==> config.mk <==
export PLATFORM = sky130hd
export DESIGN_NAME = dpx_timing_gen
export DESIGN_NICKNAME = d
export VERILOG_FILES = /design/src/rtl/dpx_tg_pkg.sv /design/src/rtl/dpx_cfg_shadow.sv /design/src/rtl/dpx_raster_cnt.sv /design/src/rtl/dpx_strobe_gen.sv /design/src/rtl/dpx_pixel_out.sv /design/src/rtl/dpx_timing_gen.sv
export SDC_FILE = /design/constraint.sdc
export NUM_CORES = 2
export LEC_CHECK = 0
export BUFFER_PORTS_ARGS = -buffer_cell sky130_fd_sc_hd__buf_2
export CORE_MARGIN = 5
export CORE_UTILIZATION = 29
export CTS_CLUSTER_SIZE = 14
export DETAILED_ROUTE_END_ITERATION = 7
export PLACE_DENSITY_LB_ADDON = 0.3
export SETUP_SLACK_MARGIN = 0.1
export SYNTH_ARGS = -nofsm -noshare
export SYNTH_HDL_FRONTEND = slang
export SYNTH_HIERARCHICAL = 1
export SYNTH_SLANG_ARGS = --single-unit
==> constraint.sdc <==
create_clock -name clk -period 12.5 [get_ports clk]
set_input_delay 1.875 -clock clk [delete_from_list [all_inputs] [get_ports clk]]
set_output_delay 1.875 -clock clk [all_outputs]
set_load 0.05 [all_outputs]
==> src/rtl/dpx_tg_pkg.sv <==
package dpx_tg_pkg;

    localparam int unsigned HW    = 12;
    localparam int unsigned VW    = 12;
    localparam int unsigned HT_W  = HW + 2;
    localparam int unsigned VT_W  = VW + 2;
    localparam int unsigned IDX_W = HT_W + VT_W;

    typedef enum logic {IF_GENERIC = 1'b0, IF_LINK = 1'b1} if_kind_e;

    typedef struct packed {
        logic [HW-1:0] sw;
        logic [HW-1:0] bp;
        logic [HW-1:0] act;
        logic [HW-1:0] fp;
    } hparm_t;

    typedef struct packed {
        logic [VW-1:0] sw;
        logic [VW-1:0] bp;
        logic [VW-1:0] act;
        logic [VW-1:0] fp;
    } vparm_t;

    typedef struct packed {
        logic [HT_W-1:0]  htot;
        logic [HT_W-1:0]  hsw;
        logic [HT_W-1:0]  hstart;
        logic [HT_W-1:0]  hend;
        logic [HT_W-1:0]  dv_end;
        logic [VT_W-1:0]  vtot;
        logic [VT_W-1:0]  vsw;
        logic [IDX_W-1:0] dstart;
        logic [IDX_W-1:0] dend;
    } timing_t;

    function automatic logic [HT_W-1:0] hscale(logic [HW-1:0] v, logic halve);
        return halve ? HT_W'(v >> 1) : HT_W'(v);
    endfunction

    function automatic timing_t derive_timing(hparm_t hp, vparm_t vp,
                                              logic [HW-1:0] skew,
                                              logic wide, if_kind_e kind);
        timing_t          t;
        logic             halve;
        logic [HT_W-1:0]  sw, bp, act, fp, dw;
        logic [IDX_W-1:0] ht_x;
        halve    = wide && (kind == IF_LINK);
        sw       = hscale(hp.sw, halve);
        bp       = hscale(hp.bp, halve);
        act      = hscale(hp.act, halve);
        fp       = hscale(hp.fp, halve);
        t.htot   = sw + bp + act + fp;
        t.hsw    = sw;
        t.hstart = sw + bp;
        t.hend   = t.htot - fp - HT_W'(1);
        dw       = (wide && (kind == IF_GENERIC)) ? (act >> 1) : act;
        t.dv_end = t.hstart + dw;
        t.vtot   = VT_W'(vp.sw) + VT_W'(vp.bp) + VT_W'(vp.act) + VT_W'(vp.fp);
        t.vsw    = VT_W'(vp.sw);
        ht_x     = IDX_W'(t.htot);
        t.dstart = IDX_W'(VT_W'(vp.sw) + VT_W'(vp.bp)) * ht_x + IDX_W'(skew);
        t.dend   = IDX_W'(t.vtot - VT_W'(vp.fp)) * ht_x + IDX_W'(skew) - IDX_W'(1);
        if (kind == IF_LINK) begin
            t.dstart = t.dstart + IDX_W'(t.hstart);
            t.dend   = t.dend - IDX_W'(fp);
        end
        return t;
    endfunction

endpackage

==> src/rtl/dpx_cfg_shadow.sv <==
module dpx_cfg_shadow
    import dpx_tg_pkg::*;
(
    input  logic          clk,
    input  logic          rst,
    input  logic          load,
    input  hparm_t        hp,
    input  vparm_t        vp,
    input  logic [HW-1:0] skew,
    input  logic          wide,
    input  if_kind_e      kind,
    output timing_t       tim
);

    always_ff @(posedge clk) begin
        if (rst)
            tim <= '0;
        else if (load)
            tim <= derive_timing(hp, vp, skew, wide, kind);
    end

    // Settings only move at a capture point
    assert_shadow_hold_R7: assert property (@(posedge clk) disable iff (rst)
        !load |=> $stable(tim));

endmodule

==> src/rtl/dpx_raster_cnt.sv <==
module dpx_raster_cnt
    import dpx_tg_pkg::*;
#(
    parameter int unsigned FRAME_W = 16
) (
    input  logic               clk,
    input  logic               rst,
    input  logic               enable,
    input  logic [HT_W-1:0]    htot,
    input  logic [VT_W-1:0]    vtot,
    output logic               run,
    output logic [HT_W-1:0]    hcnt,
    output logic [VT_W-1:0]    vcnt,
    output logic [IDX_W-1:0]   idx,
    output logic [FRAME_W-1:0] frame_cnt,
    output logic               start,
    output logic               load
);

    logic line_end;
    logic frame_end;

    assign line_end  = run && (hcnt == htot - HT_W'(1));
    assign frame_end = line_end && (vcnt == vtot - VT_W'(1));
    assign start     = enable && !run;
    assign load      = start || (enable && frame_end);

    always_ff @(posedge clk) begin
        if (rst || !enable) begin
            run       <= 1'b0;
            hcnt      <= '0;
            vcnt      <= '0;
            idx       <= '0;
            frame_cnt <= '0;
        end else if (!run) begin
            run       <= 1'b1;
            hcnt      <= '0;
            vcnt      <= '0;
            idx       <= '0;
            frame_cnt <= '0;
        end else begin
            idx <= frame_end ? '0 : idx + IDX_W'(1);
            if (line_end) begin
                hcnt <= '0;
                if (frame_end) begin
                    vcnt      <= '0;
                    frame_cnt <= frame_cnt + FRAME_W'(1);
                end else begin
                    vcnt <= vcnt + VT_W'(1);
                end
            end else begin
                hcnt <= hcnt + HT_W'(1);
            end
        end
    end

    assert_hcnt_bound_R1: assert property (@(posedge clk) disable iff (rst)
        run |-> (hcnt < htot) && (vcnt < vtot));

    assert_restart_R8: assert property (@(posedge clk) disable iff (rst)
        (enable && !run) |=> run && hcnt == '0 && vcnt == '0 && frame_cnt == '0);

endmodule

==> src/rtl/dpx_strobe_gen.sv <==
module dpx_strobe_gen
    import dpx_tg_pkg::*;
(
    input  logic             run,
    input  logic [HT_W-1:0]  hcnt,
    input  logic [VT_W-1:0]  vcnt,
    input  logic [IDX_W-1:0] idx,
    input  logic [HT_W-1:0]  hsw,
    input  logic [HT_W-1:0]  hstart,
    input  logic [HT_W-1:0]  hend,
    input  logic [HT_W-1:0]  dv_end,
    input  logic [VT_W-1:0]  vsw,
    input  logic [IDX_W-1:0] dstart,
    input  logic [IDX_W-1:0] dend,
    input  logic             hs_inv,
    input  logic             vs_inv,
    output logic             hsync,
    output logic             vsync,
    output logic             de,
    output logic             dv
);

    logic in_idx;
    logic in_col;

    assign in_idx = (idx >= dstart) && (idx <= dend);
    assign in_col = (hcnt >= hstart) && (hcnt <= hend);

    always_comb begin
        hsync = (run && (hcnt < hsw)) ^ hs_inv;
        vsync = (run && (vcnt < vsw)) ^ vs_inv;
        de    = run && in_idx && in_col;
        dv    = de && (hcnt < dv_end);
    end

endmodule

==> src/rtl/dpx_pixel_out.sv <==
module dpx_pixel_out #(
    parameter int unsigned PIX_W = 32,
    parameter int unsigned LANES = 2
) (
    input  logic                   clk,
    input  logic                   rst,
    input  logic                   clear,
    input  logic                   dv,
    input  logic                   src_valid,
    input  logic [PIX_W*LANES-1:0] src_data,
    input  logic [PIX_W-1:0]       ufl_color,
    output logic                   px_ready,
    output logic [PIX_W*LANES-1:0] px_data,
    output logic                   underflow
);

    localparam int unsigned BUS_W = PIX_W * LANES;

    logic [BUS_W-1:0] fill;

    for (genvar l = 0; l < LANES; l++) begin : g_lane
        assign fill[l*PIX_W +: PIX_W] = ufl_color;
    end

    assign px_ready = dv;

    always_comb begin
        px_data = '0;
        if (dv)
            px_data = src_valid ? src_data : fill;
    end

    always_ff @(posedge clk) begin
        if (rst || clear)
            underflow <= 1'b0;
        else if (dv && !src_valid)
            underflow <= 1'b1;
    end

    assert_uf_sticky_R10: assert property (@(posedge clk) disable iff (rst)
        (underflow && !clear) |=> underflow);

    assert_uf_set_R10: assert property (@(posedge clk) disable iff (rst)
        (dv && !src_valid && !clear) |=> underflow);

endmodule

==> src/rtl/dpx_timing_gen.sv <==
module dpx_timing_gen
    import dpx_tg_pkg::*;
#(
    parameter int unsigned PIX_W   = 32,
    parameter int unsigned LANES   = 2,
    parameter int unsigned FRAME_W = 16
) (
    input  logic                   clk,
    input  logic                   rst,
    input  logic                   enable,
    input  logic                   wide_mode,
    input  logic                   dp_iface,
    input  logic                   hs_inv,
    input  logic                   vs_inv,
    input  logic [HW-1:0]          h_sync_w,
    input  logic [HW-1:0]          h_back,
    input  logic [HW-1:0]          h_active,
    input  logic [HW-1:0]          h_front,
    input  logic [VW-1:0]          v_sync_w,
    input  logic [VW-1:0]          v_back,
    input  logic [VW-1:0]          v_active,
    input  logic [VW-1:0]          v_front,
    input  logic [HW-1:0]          h_skew,
    input  logic [PIX_W-1:0]       ufl_color,
    input  logic                   src_valid,
    input  logic [PIX_W*LANES-1:0] src_data,
    output logic                   hsync,
    output logic                   vsync,
    output logic                   disp_en,
    output logic                   data_valid,
    output logic                   px_ready,
    output logic [PIX_W*LANES-1:0] px_data,
    output logic                   underflow,
    output logic [VT_W-1:0]        line_cnt,
    output logic [FRAME_W-1:0]     frame_cnt
);

    hparm_t           hp;
    vparm_t           vp;
    timing_t          tim;
    if_kind_e         kind;
    logic             run, start, load;
    logic [HT_W-1:0]  hcnt;
    logic [IDX_W-1:0] idx;

    assign hp   = '{sw: h_sync_w, bp: h_back, act: h_active, fp: h_front};
    assign vp   = '{sw: v_sync_w, bp: v_back, act: v_active, fp: v_front};
    assign kind = dp_iface ? IF_LINK : IF_GENERIC;

    dpx_cfg_shadow u_shadow (
        .clk  (clk),
        .rst  (rst),
        .load (load),
        .hp   (hp),
        .vp   (vp),
        .skew (h_skew),
        .wide (wide_mode),
        .kind (kind),
        .tim  (tim)
    );

    dpx_raster_cnt #(.FRAME_W(FRAME_W)) u_cnt (
        .clk       (clk),
        .rst       (rst),
        .enable    (enable),
        .htot      (tim.htot),
        .vtot      (tim.vtot),
        .run       (run),
        .hcnt      (hcnt),
        .vcnt      (line_cnt),
        .idx       (idx),
        .frame_cnt (frame_cnt),
        .start     (start),
        .load      (load)
    );

    dpx_strobe_gen u_strb (
        .run    (run),
        .hcnt   (hcnt),
        .vcnt   (line_cnt),
        .idx    (idx),
        .hsw    (tim.hsw),
        .hstart (tim.hstart),
        .hend   (tim.hend),
        .dv_end (tim.dv_end),
        .vsw    (tim.vsw),
        .dstart (tim.dstart),
        .dend   (tim.dend),
        .hs_inv (hs_inv),
        .vs_inv (vs_inv),
        .hsync  (hsync),
        .vsync  (vsync),
        .de     (disp_en),
        .dv     (data_valid)
    );

    dpx_pixel_out #(.PIX_W(PIX_W), .LANES(LANES)) u_pix (
        .clk       (clk),
        .rst       (rst),
        .clear     (start),
        .dv        (data_valid),
        .src_valid (src_valid),
        .src_data  (src_data),
        .ufl_color (ufl_color),
        .px_ready  (px_ready),
        .px_data   (px_data),
        .underflow (underflow)
    );

    assert_dv_inside_de_R6: assert property (@(posedge clk) disable iff (rst)
        data_valid |-> disp_en);

    assert_idle_when_stopped_R8: assert property (@(posedge clk) disable iff (rst)
        !run |-> !disp_en && !px_ready && px_data == '0);

    assert_ready_tracks_dv_R9: assert property (@(posedge clk) disable iff (rst)
        px_ready == data_valid);

endmodule

Yosys cells after proc, flatten, opt, wreduce, memory -nomap -nowiden
Index checks and enable logic that the tools add are counted.
{"block": "classes", "addsub": 22, "multipliers": 2, "div": 0, "order_cmp": 7, "eq_ne": 2, "n_shift": 0, "muxes": 11, "n_bitwise": 4, "reduce_logical": 24}
{"operator": "64-bit 2-to-1 mux", "count": 2}
{"operator": "14-bit adder", "count": 4}
{"operator": "28-bit by 12-bit adder with 28-bit output", "count": 2}
{"operator": "28-bit by 14-bit multiplier with 28-bit output", "count": 2}
{"operator": "56-bit 2-to-1 mux", "count": 1}
{"operator": "12-bit 2-to-1 mux", "count": 4}
{"operator": "14-bit by 1-bit subtractor with 14-bit output (second input constant)", "count": 3}
{"operator": "14-bit by 1-bit adder with 14-bit output (second input constant)", "count": 2}
{"operator": "14-bit by 12-bit adder with 14-bit output", "count": 2}
{"operator": "28-bit by 1-bit adder with 28-bit output (second input constant)", "count": 1}
{"operator": "28-bit by 14-bit adder with 28-bit output", "count": 1}
{"operator": "14-bit equality test", "count": 2}
{"operator": "28-bit >= comparator", "count": 1}
{"operator": "28-bit less-or-equal comparator", "count": 1}
{"operator": "14-bit less-than comparator", "count": 2}
{"operator": "14-bit 2-to-1 mux", "count": 2}
{"operator": "28-bit by 1-bit subtractor with 28-bit output (second input constant)", "count": 1}
{"operator": "28-bit by 14-bit subtractor with 28-bit output", "count": 1}
{"operator": "12-bit by 12-bit adder with 13-bit output", "count": 2}
{"operator": "16-bit by 1-bit adder with 16-bit output (second input constant)", "count": 1}
{"operator": "14-bit by 12-bit subtractor with 15-bit output", "count": 1}
{"operator": "14-bit >= comparator", "count": 1}
{"operator": "14-bit less-or-equal comparator", "count": 1}
{"operator": "1-bit logical AND", "count": 14}
{"operator": "other kinds (10)", "count": 18}
{"block": "totals", "regBits": 226, "latchBits": 0, "ramBits": 0, "romBits": 0, "out_inout_bits": 100, "elab_cells": 87, "n_memories": 0}

Longest topological paths before layout
{"block": "depth", "word_depth": 11, "mapped_depth": 51, "ltp_nobuf": 46}

Cells and area by module
The synthesis kept the hierarchy.
{"mod": "dpx_cfg_shadow", "n_inst": 1, "cells_each": 3261, "area_each_um2": 27890.5, "seq_area_each_um2": 2982.9}
{"mod": "dpx_raster_cnt", "n_inst": 1, "cells_each": 499, "area_each_um2": 4207.8, "seq_area_each_um2": 1461.4}
{"mod": "dpx_strobe_gen", "n_inst": 1, "cells_each": 433, "area_each_um2": 3109.2, "seq_area_each_um2": 0.0}
{"mod": "dpx_pixel_out", "n_inst": 1, "cells_each": 183, "area_each_um2": 1088.5, "seq_area_each_um2": 20.0}

Worst setup path before layout
No wires, ideal clock.
{"block": "synth_timing", "path_kind": "input -> register", "startpoint": "input port dp_iface", "endpoint": "register u_shadow/tim[27] (netlist name)", "setup_ns": 0.116, "arrival_time_ns": 13.169, "required_ns": 12.384, "setup_slack_ns": -0.785, "cell_stages": 47, "path_buffers": 5, "cell_sequence": "clkbuf_1 > nand2_1 > clkbuf_1 > buf_1 > mux2_2 > ha_1 > a21oi_1 > o21ai_0 > a221o_1 > a21o_1 > a21oi_1 > o21bai_1 > a21oi_1 > xnor2_1 > inv_1 > fa_1 > inv_1 > ha_1 > [11 not listed] > fa_1 > fa_1 > inv_1 > fa_1 > inv_1 > ha_1 > clkbuf_1 > and3_1 > and2_1 > a221o_1 > a31oi_2 > o21ai_0 > a2111oi_0 > o211ai_1 > a211o_1 > a21o_1 > nand3_1 > a21oi_1"}
{"block": "synth_between", "elab_chain_len": 11, "word_cells_on_any_way": 14, "classes_between": "add/sub: 6; mul: 1; mux: 6; reduce/logical: 1"}
{"item": "start, declared", "line": "dpx_timing_gen.sv:12", "source": "input logic dp_iface,"}
{"item": "1-bit 2-to-1 mux (*)", "line": "dpx_timing_gen.sv:48", "source": "assign kind = dp_iface ? IF_LINK : IF_GENERIC;"}
{"item": "1-bit logical AND", "line": "dpx_tg_pkg.sv:48", "source": "halve = wide && (kind == IF_LINK);"}
{"item": "12-bit 2-to-1 mux", "line": "dpx_tg_pkg.sv:38", "source": "return halve ? HT_W'(v >> 1) : HT_W'(v);"}
{"item": "14-bit adder (3 in a row)", "line": "dpx_tg_pkg.sv:53", "source": "t.htot = sw + bp + act + fp;"}
{"item": "28-bit by 14-bit multiplier with 28-bit output", "line": "dpx_tg_pkg.sv:63", "source": "t.dend = IDX_W'(t.vtot - VT_W'(vp.fp)) * ht_x + IDX_W'(skew) - IDX_W'(1);"}
{"item": "28-bit by 12-bit adder with 28-bit output", "line": "dpx_tg_pkg.sv:63"}
{"item": "28-bit by 1-bit subtractor with 28-bit output", "line": "dpx_tg_pkg.sv:63"}
{"item": "28-bit by 14-bit subtractor with 28-bit output", "line": "dpx_tg_pkg.sv:66", "source": "t.dend = t.dend - IDX_W'(fp);"}
{"item": "56-bit 2-to-1 mux (*)", "line": "dpx_tg_pkg.sv:64", "source": "if (kind == IF_LINK) begin"}
Every way passes the cells marked *; elsewhere a longest branch is shown, timed or not.
A chain may end at the register's enable or synchronous reset.

Final worst setup path
{"block": "layout_timing", "startpoint": "input port dp_iface", "endpoint": "register u_shadow/tim[51] (netlist name)"}
{"block": "layout_between", "elab_chain_len": 10, "word_cells_on_any_way": 13, "classes_between": "add/sub: 5; mul: 1; mux: 6; reduce/logical: 1"}
{"item": "1-bit 2-to-1 mux (*)", "line": "dpx_timing_gen.sv:48"}
{"item": "1-bit logical AND", "line": "dpx_tg_pkg.sv:48"}
{"item": "12-bit 2-to-1 mux", "line": "dpx_tg_pkg.sv:38"}
{"item": "14-bit adder", "line": "dpx_tg_pkg.sv:53, dpx_tg_pkg.sv:55"}
{"item": "14-bit adder (2 in a row)", "line": "dpx_tg_pkg.sv:53"}
{"item": "28-bit by 14-bit multiplier with 28-bit output", "line": "dpx_tg_pkg.sv:62", "source": "t.dstart = IDX_W'(VT_W'(vp.sw) + VT_W'(vp.bp)) * ht_x + IDX_W'(skew);"}
{"item": "28-bit by 12-bit adder with 28-bit output", "line": "dpx_tg_pkg.sv:62"}
{"item": "28-bit by 14-bit adder with 28-bit output", "line": "dpx_tg_pkg.sv:65", "source": "t.dstart = t.dstart + IDX_W'(t.hstart);"}
{"item": "56-bit 2-to-1 mux (*)", "line": "dpx_tg_pkg.sv:64"}
Marks and branches as above.

==> run_results.csv <==
group,metric,value,unit
clocking,cts.path.max_buffers,3,
floorplan,initial_utilization,29.3,%
synthesis,yosysTopAreaCell,"sky130_fd_sc_hd__fa_1",
final_layout,syn_to_final_growth,17.2,%
sta,tightestPinTransition,1.08,ns
routing,detail_route.vias_per_cell,4.84,
synthesis,syn_area,36300,um^2
global_routing,grt_antenna_before_repair,9,
placed_design,place.gp.congestion,0.904,
setup_path,required,12.96,ns
clocking,cts_root_buffer,"sky130_fd_sc_hd__clkbuf_16",
synthesis,synth.area.top_cells,"sky130_fd_sc_hd__fa_1, sky130_fd_sc_hd__ha_1, sky130_fd_sc_hd__dfxtp_1, sky130_fd_sc_hd__inv_1, sky130_fd_sc_hd__nand2_1",
routing,detail_route.wirelength,120000,um
sta,report.final.setup_viol,0,
routing,overall_via_count_from_detail_route,31500,
final_layout,layout_cells_sized_above_1,15.9,%
global_routing,first_global_vias,31800,
routing,drc,0,
global_routing,global_route_wire_length_before_repair,183000,um
synthesis,number_of_flops_mapped_to_enable_cells_by_yosys,0,
setup_path,timing.critical_path.to_type,"register",
synthesis,synth_seq_area_share,12.3,%
routing,routedWlPerCell,18.3,um
sta,report.final.slew_viol_count,0,
synthesis,synthTopCellsByCount,"sky130_fd_sc_hd__inv_1, sky130_fd_sc_hd__nand2_1, sky130_fd_sc_hd__nor2_1",
setup_path,cp_slowest_stage_delay,0.59,ns
synthesis,yosysTopAreaCellShare,23.3,%
sta,clock_skews,0.0543,ns
setup_path,crit_start,"dp_iface",
setup_path,path_max_fanout,10,
synthesis,fraction_of_registers_with_async_set_or_reset_after_synthesis,0,%
sta,finalWorstSetupSlack,0.611,ns
floorplan,floorplan_die_area,132000,um^2
synthesis,yosys_register_bits,223,
setup_path,rr_startpoint,"u_cnt/hcnt[6]",
final_layout,final_nets,5884,
sta,fin_worst_hold_slack,0.465,ns
floorplan,core-area,124000,um^2
placed_design,post-dp-hpwl,100000,um
floorplan,pin_count,312,
synthesis,synth.avg_cell_area,8.29,um^2
setup_path,r2r_slack,7.19,ns
placed_design,port_buffers,311,
clocking,cts.sink_count,223,
floorplan,dieWidth,364,um
clocking,clock_latency,0.60,ns
setup_path,crit_top_cell,"sky130_fd_sc_hd__fa_1",
sta,timing.max_slew.rel_slack,27.4,%
clocking,cts_made_buffers,28,
clocking,tritoncts_clock_tree,"yes",
setup_path,worstRegToRegCells,12,
global_routing,grtUsageTotal,17.6,%
clocking,cts.reportedPaths.clkPinSlew,0.06,ns
global_routing,globalRoute.totalOverflow,0,
min_path,worst_hold_check_path_type,"reg -> reg",
global_routing,maximum_number_of_pins_on_one_net_before_global_route_repair,155,
placed_design,pre_cts_slack,-0.113,ns
synthesis,syn-instance-count,4376,
synthesis,post-synth-top-count-cell,"sky130_fd_sc_hd__inv_1",
flow_run,drv.max_cap_violation_count,0,
setup_path,timing.critical_path.slowest_stage_cell,"sky130_fd_sc_hd__fa_1",
sta,achievable-frequency,84.1,MHz
routing,initial_drc_count,1719,
synthesis,library_cells_used_by_synthesis,112,
sta,min_period,11.89,ns
clocking,htree_levels,1,
floorplan,die_h,364,um
floorplan,rows,129,
setup_path,worst_r2r_endpoint,"u_shadow/tim[111]",
sta,fin_crit_sh,95.1,%
routing,drt_pass1_iterations,5,
synthesis,ys.warnings.count,6,
setup_path,cp.arrival,12.35,ns
synthesis,yosys_most_used_dff,"sky130_fd_sc_hd__dfxtp_1",
placed_design,dpl.cell_count,6459,
status,status,"complete, no violations",
setup_path,setup.worst_path.class,"in -> reg",
routing,ant_nets,0,
setup_path,critPathCapture,"u_shadow/tim[51]",
sta,setup_total_negative_slack,0,ns
sta,final_hold_viol_count,0,
setup_path,startpoint_type,"input port",
sta,rsz0062_at_grt,"false",
final_layout,final_cells,6517,
worst max-delay path: cells and delay by family:
| kind | cells | cell delay, ns |
|---|---|---|
| buf+inv | 9 | 1.15 |
| compound gates | 9 | 1.62 |
| fa+ha+maj | 10 | 4.46 |
| simple gates | 11 | 2.12 |
| xor+xnor | 3 | 0.38 |
| mux | 3 | 0.73 |
cells by family (layout without fill, tap and decap cells):
group	Yosys count	after routing	share of synthesized area, %
other	1	8	0.0103
muxes	139	139	3.95
AOI/OAI and AO/OA	677	677	13.0
xor gates and xnor gates	251	251	6.06
and+or+nand+nor	1383	1383	18.2
DFF	223	223	12.3
buffers and inverters	885	1382	9.60
adders and majority gates	817	817	36.9
layer usage:
| layer | GRT usage, % | up-vias | wire length, um |
|---|---|---|---|
| met5 | 0 | - | 47 |
| met4 | 6.40 | 8 | 4630 |
| met3 | 2.04 | 193 | 6940 |
| met2 | 31.0 | 882 | 57100 |
| met1 | 22.3 | 15200 | 50800 |
| li1 | - | 15300 | - |
worst min-delay path by stage:
stage / start / endpoint / slack (ns) / cells past startpoint
6_report: u_shadow/tim[104] / u_shadow/tim[104] / 0.46 / 2
5_1_grt: u_shadow/tim[131] / u_shadow/tim[131] / 0.49 / 2
4_1_cts: u_shadow/tim[104] / u_shadow/tim[104] / 0.46 / 2
3_5_place_dp: u_cnt/frame_cnt[15] / u_cnt/frame_cnt[15] / 0.46 / 2
3_3_place_gp: u_shadow/tim[97] / u_shadow/tim[97] / 0.45 / 2
2_1_floorplan: u_shadow/tim[97] / u_shadow/tim[97] / 0.43 / 2
cell type report:
class,count,area [um^2]
well taps,1637,2050
multi-input cells,3272,28500
flip-flops and latches,223,4460
diodes,3,7.51
clock inverters,16,178
repair buffers,601,3820
inverters,729,2740
fillers,13000,81400
clock buffers,36,781
flip-flops by register name, summed over array words and instances (netlist names):
signal           cells
u_shadow/tim       149
u_cnt/idx           28
u_cnt/frame_cnt     16
u_cnt/hcnt          14
u_cnt/vcnt          14
u_cnt/run            1
u_pix/underflow      1
through the flow:
stage / utilization (%) / area [um^2]
global route: 34.3 / 42500
CTS: 34.2 / 42400
detailed placement: 33.4 / 41500
global placement: 33.4 / 41500
floorplan: - / 36400
finish: 34.3 / 42500
what timing repair did:
item / CTS / global route
hold buffers: 0 / 0
setup endpoints to repair: 0 / 19
resized for setup: 0 / 17
buffers inserted: 0 / 2
endpoints found under the hold margin: 0 / 0
placed cells by master (no fill, tap or decap), types with 18 or more instances in the layout:
master | Yosys | routed
sky130_fd_sc_hd__inv_1 | 725 | 724
sky130_fd_sc_hd__nand2_1 | 445 | 444
sky130_fd_sc_hd__nor2_1 | 425 | 425
sky130_fd_sc_hd__fa_1 | 422 | 422
sky130_fd_sc_hd__ha_1 | 395 | 394
sky130_fd_sc_hd__buf_2 | 11 | 310
sky130_fd_sc_hd__buf_4 | 8 | 284
sky130_fd_sc_hd__dfxtp_1 | 223 | 223
sky130_fd_sc_hd__a21oi_1 | 174 | 173
sky130_fd_sc_hd__xnor2_1 | 138 | 133
sky130_fd_sc_hd__xor2_1 | 113 | 111
sky130_fd_sc_hd__mux2i_1 | 106 | 105
sky130_fd_sc_hd__nand2b_1 | 86 | 86
sky130_fd_sc_hd__o21ai_0 | 85 | 83
sky130_fd_sc_hd__nand3_1 | 79 | 79
sky130_fd_sc_hd__a211oi_1 | 80 | 79
sky130_fd_sc_hd__and2_1 | 74 | 75
sky130_fd_sc_hd__a21boi_1 | 50 | 51
sky130_fd_sc_hd__nor3_1 | 48 | 48
sky130_fd_sc_hd__nand4_1 | 45 | 45
sky130_fd_sc_hd__a21o_1 | 40 | 40
sky130_fd_sc_hd__nor2b_1 | 36 | 36
sky130_fd_sc_hd__mux2_2 | 33 | 33
sky130_fd_sc_hd__o21a_1 | 30 | 30
sky130_fd_sc_hd__o211ai_1 | 30 | 30
sky130_fd_sc_hd__clkbuf_16 | 0 | 29
sky130_fd_sc_hd__and3_1 | 25 | 25
sky130_fd_sc_hd__a21boi_0 | 24 | 21
sky130_fd_sc_hd__a31oi_1 | 18 | 18
Power is not shown: default switching activity piles up to over one toggle a cycle in this logic, so the estimate is an artifact.
